--- config.mk ---
export PLATFORM = sky130hd
export DESIGN_NAME = burst_col_gen
export DESIGN_NICKNAME = d
export VERILOG_FILES = /design/src/rtl/burst_col_pkg.sv /design/src/rtl/burst_col_ctrl.sv /design/src/rtl/burst_col_order.sv /design/src/rtl/burst_col_gen.sv
export SDC_FILE = /design/constraint.sdc
export NUM_CORES = 1
export LEC_CHECK = 0
export BUFFER_PORTS_ARGS = -buffer_cell sky130_fd_sc_hd__buf_2
export CORE_ASPECT_RATIO = 0.7
export CORE_MARGIN = 5
export CORE_UTILIZATION = 59
export DETAILED_ROUTE_END_ITERATION = 6
export PLACE_DENSITY = 0.84
export REMOVE_ABC_BUFFERS = 1
export SLEW_MARGIN = 20
export SYNTH_ARGS = -nofsm -noshare
export SYNTH_HDL_FRONTEND = slang
export SYNTH_SLANG_ARGS = --single-unit
export TNS_END_PERCENT = 50
--- constraint.sdc ---
create_clock -name clk -period 3.55 [get_ports clk]
set_input_delay 0.71 -clock clk [delete_from_list [all_inputs] [get_ports clk]]
set_output_delay 0.71 -clock clk [all_outputs]
set_load 0.02 [all_outputs]
--- src/rtl/burst_col_pkg.sv ---
package burst_col_pkg;

    localparam int COL_W = 8;
    localparam int LG_W  = 2;

    typedef enum logic [2:0] {
        BLEN_1    = 3'd0,
        BLEN_2    = 3'd1,
        BLEN_4    = 3'd2,
        BLEN_8    = 3'd3,
        BLEN_PAGE = 3'd4
    } blen_code_e;

    typedef enum logic {
        ORD_SEQ   = 1'b0,
        ORD_INTLV = 1'b1
    } order_e;

    typedef struct packed {
        logic            page;
        order_e          order;
        logic [LG_W-1:0] lg;
    } burst_cfg_t;

    // Codes with bit 2 set select full page, which always runs in sequential order
    function automatic burst_cfg_t decode_cfg(input logic [2:0] code, input logic typ);
        burst_cfg_t c;
        c.page  = code[2];
        c.order = code[2] ? ORD_SEQ : order_e'(typ);
        c.lg    = code[LG_W-1:0];
        return c;
    endfunction

endpackage

--- src/rtl/burst_col_ctrl.sv ---
module burst_col_ctrl
    import burst_col_pkg::*;
#(
    parameter int CNT_W = COL_W
) (
    input  logic             clk,
    input  logic             rst,
    input  logic             start_i,
    input  logic             stop_i,
    input  burst_cfg_t       cfg_i,
    output logic             active_o,
    output logic [CNT_W-1:0] cnt_o,
    output logic             last_o
);

    logic [CNT_W-1:0] final_cnt;

    assign final_cnt = (CNT_W'(1) << cfg_i.lg) - CNT_W'(1);
    assign last_o    = active_o && !cfg_i.page && (cnt_o == final_cnt);

    always_ff @(posedge clk) begin
        if (rst) begin
            active_o <= 1'b0;
            cnt_o    <= '0;
        end else if (start_i) begin
            active_o <= 1'b1;
            cnt_o    <= '0;
        end else if (active_o) begin
            if (stop_i || last_o) begin
                active_o <= 1'b0;
            end
            cnt_o <= cnt_o + CNT_W'(1);
        end
    end

endmodule

--- src/rtl/burst_col_order.sv ---
module burst_col_order
    import burst_col_pkg::*;
#(
    parameter int COL_WIDTH = COL_W
) (
    input  logic [COL_WIDTH-1:0] base_i,
    input  logic [COL_WIDTH-1:0] cnt_i,
    input  burst_cfg_t           cfg_i,
    output logic [COL_WIDTH-1:0] col_o
);

    logic [COL_WIDTH-1:0] wrap_mask;
    logic [COL_WIDTH-1:0] seq_col;
    logic [COL_WIDTH-1:0] intlv_col;

    // Bits that move during the burst; the rest hold the aligned block
    always_comb begin
        for (int i = 0; i < COL_WIDTH; i++) begin
            wrap_mask[i] = cfg_i.page || (i < int'(cfg_i.lg));
        end
    end

    assign seq_col   = (base_i & ~wrap_mask) | ((base_i + cnt_i) & wrap_mask);
    assign intlv_col = base_i ^ (cnt_i & wrap_mask);
    assign col_o     = (cfg_i.order == ORD_INTLV) ? intlv_col : seq_col;

endmodule

--- src/rtl/burst_col_gen.sv ---
module burst_col_gen
    import burst_col_pkg::*;
#(
    parameter int COL_WIDTH = COL_W
) (
    input  logic                 clk,
    input  logic                 rst,
    input  logic                 start_i,
    input  logic [COL_WIDTH-1:0] start_col_i,
    input  logic [2:0]           blen_i,
    input  logic                 btype_i,
    input  logic                 stop_i,
    output logic [COL_WIDTH-1:0] col_o,
    output logic                 valid_o,
    output logic                 last_o
);

    burst_cfg_t           cfg_q;
    logic [COL_WIDTH-1:0] base_q;
    logic [COL_WIDTH-1:0] beat_cnt;

    always_ff @(posedge clk) begin
        if (rst) begin
            cfg_q  <= '0;
            base_q <= '0;
        end else if (start_i) begin
            cfg_q  <= decode_cfg(blen_i, btype_i);
            base_q <= start_col_i;
        end
    end

    burst_col_ctrl #(
        .CNT_W (COL_WIDTH)
    ) u_ctrl (
        .clk      (clk),
        .rst      (rst),
        .start_i  (start_i),
        .stop_i   (stop_i),
        .cfg_i    (cfg_q),
        .active_o (valid_o),
        .cnt_o    (beat_cnt),
        .last_o   (last_o)
    );

    burst_col_order #(
        .COL_WIDTH (COL_WIDTH)
    ) u_order (
        .base_i (base_q),
        .cnt_i  (beat_cnt),
        .cfg_i  (cfg_q),
        .col_o  (col_o)
    );

endmodule

==> results.sh <==
export IMPL_vias=1382
export IMPL_switching_power_uw=156.7
export IMPL_postRouteWirelength_mm=3.367
export IMPL_fin_nets=231
export IMPL_place_hpwl_mm=2.539
export IMPL_postSynthAreaPerCell_um2=7.874
export IMPL_rsz0062_at_grt="false"
export IMPL_cts_root_buf="clkbuf_4"
export IMPL_setup_viol=0
export IMPL_syn_inst=184
export IMPL_maxSlewHeadroom=0.6795
export IMPL_synth_edf_count=0
export IMPL_drc=0
export IMPL_tns_ns=0
export IMPL_synth_area_leaders="dfxtp_1, mux2i_1, ha_1"
export IMPL_slowest_stage="dfxtp_1"
export IMPL_syn_cell_area_um2=1449
export IMPL_whs_endpoint="base_q[5]"
export IMPL_slowest_delay_ns=0.53
export IMPL_synth_top_area_cell="dfxtp_1"
export IMPL_setup_worst_path_end_class="primary output"
export IMPL_drtPass1Iterations=4
export IMPL_p_clk_frac=0.251
export IMPL_grt_overflow=0
export IMPL_die_h_um=51.46
export IMPL_critical_path_arrival_ns=2.38
export IMPL_place_area_um2=1568
export IMPL_antenna_found_initial=0
export IMPL_yosysUniqueCellTypes=42
export IMPL_p_comb_frac=0.212
export IMPL_ant_nets=0
export IMPL_ff2ff_path_depth=4
export IMPL_min_from="base_q[5]"
export IMPL_r2r_slack_ns=2.12
export IMPL_num_io_pins=26
export IMPL_nFillCells=209
export IMPL_drt_iter0_markers=68
export IMPL_mostFrequentLayoutCells="buf_2, nor2_1, dfxtp_1, o21ai_0, nand2_1"
export IMPL_worstReg2RegStart="u_ctrl.active_o"
export IMPL_track_usage=0.1984
export IMPL_cts_buffers=3
export IMPL_clkTransAtPathRegs_ns=0.12
export IMPL_place_congestion=0.8074
export IMPL_wire_per_inst_um=14.09
export IMPL_post_cts_setup_buffer_count=0
export IMPL_status="finished, final reports clean"
export IMPL_cts_hold_fix_buffers=0
export IMPL_required_ns=2.84
export IMPL_powerDensity_nw_per_um2=306.3
export IMPL_grt_max_degree=16
export IMPL_peakVddDrop_mv=0.2708
export IMPL_timing_final_crit_share=0.8705
export IMPL_worst_pin_slew_ns=0.4802
export IMPL_p_int_uw=332.8
export IMPL_synth_seq_cells=21
export IMPL_grt_pass1_wl_mm=5.644
export IMPL_h_tree_depth=1
export IMPL_vias_per_cell=5.782
export IMPL_core_um2=2402
export IMPL_cp_max_fo=8
export IMPL_dieArea_um2=3563
export IMPL_final_common_cell="buf_2"
export IMPL_area_growth_pct=10.28
export IMPL_fp_dieW_um=69.23
export IMPL_whs_path_depth=2
export IMPL_seqPwrFrac=0.537
export IMPL_clock_sinks=21
export IMPL_hold_class="flop to flop"
export IMPL_synth_async_reset_ratio=0
export IMPL_drive_gt1_frac=0.1854
export IMPL_maxSlewViolCount=0
export IMPL_grt_pass1_vias=1261
export IMPL_fin_crit_ns=3.090
export IMPL_synth_seq_area_share=0.2902
export IMPL_start_util=0.6031
export IMPL_rr_endpoint="u_ctrl.active_o"
export IMPL_max_freq_mhz=323.6
export IMPL_drv_cap=0
export IMPL_clockBufferDepth=2
export IMPL_yosys_warnings=0
export IMPL_p_sw_frac=0.3201
export IMPL_rows=15
export IMPL_path_common_cell="a21oi_1"
export IMPL_ys_flop_type="dfxtp_1"
export IMPL_crit_path_cell_trace="ha_1 > inv_1 > fa_1 > nor2b_1 > o21ai_0 > a21oi_1 > mux2i_1 > a21oi_1 > buf_2"
export IMPL_antennaDiodeCount=0
export IMPL_fin_area_um2=1598
export IMPL_clock_skew_ns=0.005898
export IMPL_critPathLaunchType="flop"
export IMPL_cts_resized=0
export IMPL_crit_type="flop to primary output"
export IMPL_final_hold_viol_count=0
export IMPL_cts_tree="done"
export IMPL_p_leak_nw=0.6950
export IMPL_whs_ns=0.5723
export IMPL_clk_latency_ns=0.32
export IMPL_synth_top_area_share=0.2902
export IMPL_numPortBuffers=25
## stage by stage
stage,setup WS [ns],total power [mW],instances,util
2_1_floorplan,0.9851,0.3327,176,-
3_3_place_gp,0.9422,0.3669,235,0.6526
3_5_place_dp,0.8398,0.3718,235,0.6526
4_1_cts,0.4650,0.4943,239,0.6651
5_1_grt,0.1901,0.5150,239,0.6651
6_report,0.4598,0.4894,239,0.6651
## per-layer routing
metal / share of wire / global-route usage / vias to the layer above
met1: 0.43 / 0.2302 / 637
met5: 0 / 0 / -
met3: 0.064 / 0.05108 / 6
met2: 0.49 / 0.3481 / 47
li1: - / - / 692
met4: 0.018 / 0.08766 / 0
## sequential cells by signal, indices dropped and copies added (netlist names)
signal,count
base_q,8
u_ctrl.cnt_o,8
cfg_q,4
u_ctrl.active_o,1
## logic make-up (layout without fill, tap and decap cells)
family                   after synthesis  in the layout  synth area share
AND/OR/NAND/NOR                       71             71            0.2427
adder cells (fa/ha/maj)                9              9           0.08290
AO/OA/AOI/OAI                         44             44            0.1831
flip-flops                            21             21            0.2902
XOR/XNOR                               9              9           0.05440
buffers and inverters                 17             38           0.05700
multiplexers                          13             13           0.08981
## worst max-delay path: cells and delay by family, from the launching register on
family,cells,cell delay [ns]
adder cells (fa/ha/maj),2,0.64
flip-flops,1,0.53
buffers and inverters,2,0.22
multiplexers,1,0.21
AO/OA/AOI/OAI,3,0.35
AND/OR/NAND/NOR,1,0.12
## power by group through the flow
| stage | Combinational [mW] | Clock [mW] | Sequential, mW |
|---|---|---|---|
| after floorplan | 0.0690 | 0 | 0.264 |
| after global placement | 0.100 | 0 | 0.266 |
| after detailed placement | 0.104 | 0 | 0.268 |
| after CTS | 0.104 | 0.127 | 0.262 |
| after global routing | 0.115 | 0.135 | 0.265 |
| final | 0.104 | 0.123 | 0.263 |
## final cells by class
cell class	count	area, um2	share of cell area
Multi-Input combinational cell	146	945.9	0.5920
Sequential cell	21	420.4	0.2631
Timing Repair Buffer	25	125.1	0.07831
Tap cell	34	42.54	0.02662
Inverter	9	33.78	0.02114
Clock buffer	3	22.52	0.01410
Clock inverter	1	7.507	0.004699
## synthesized netlist by cell type (3+ instances only)
| library cell | n |
|---|---|
| nand3_1 | 8 |
| nand2_1 | 15 |
| a21oi_1 | 14 |
| buf_2 | 3 |
| inv_1 | 7 |
| or3_1 | 4 |
| xor2_1 | 5 |
| nor2b_1 | 3 |
| and3_1 | 3 |
| nor2_1 | 23 |
| ha_1 | 8 |
| xnor2_1 | 4 |
| nand2b_1 | 3 |
| o21ai_0 | 17 |
| mux2i_1 | 13 |
| dfxtp_1 | 21 |
## worst max-delay path by stage
stage,slack [ns],endpoint,from
floorplan,0.99,col_o[6],u_ctrl.cnt_o[0]
global placement,0.94,col_o[6],u_ctrl.cnt_o[0]
CTS,0.46,col_o[6],u_ctrl.cnt_o[0]
detailed placement,0.84,col_o[6],u_ctrl.cnt_o[0]
finish,0.46,col_o[6],u_ctrl.cnt_o[0]
global route,0.19,col_o[6],u_ctrl.cnt_o[0]
Note: power is estimated with default switching activity, not from simulation.
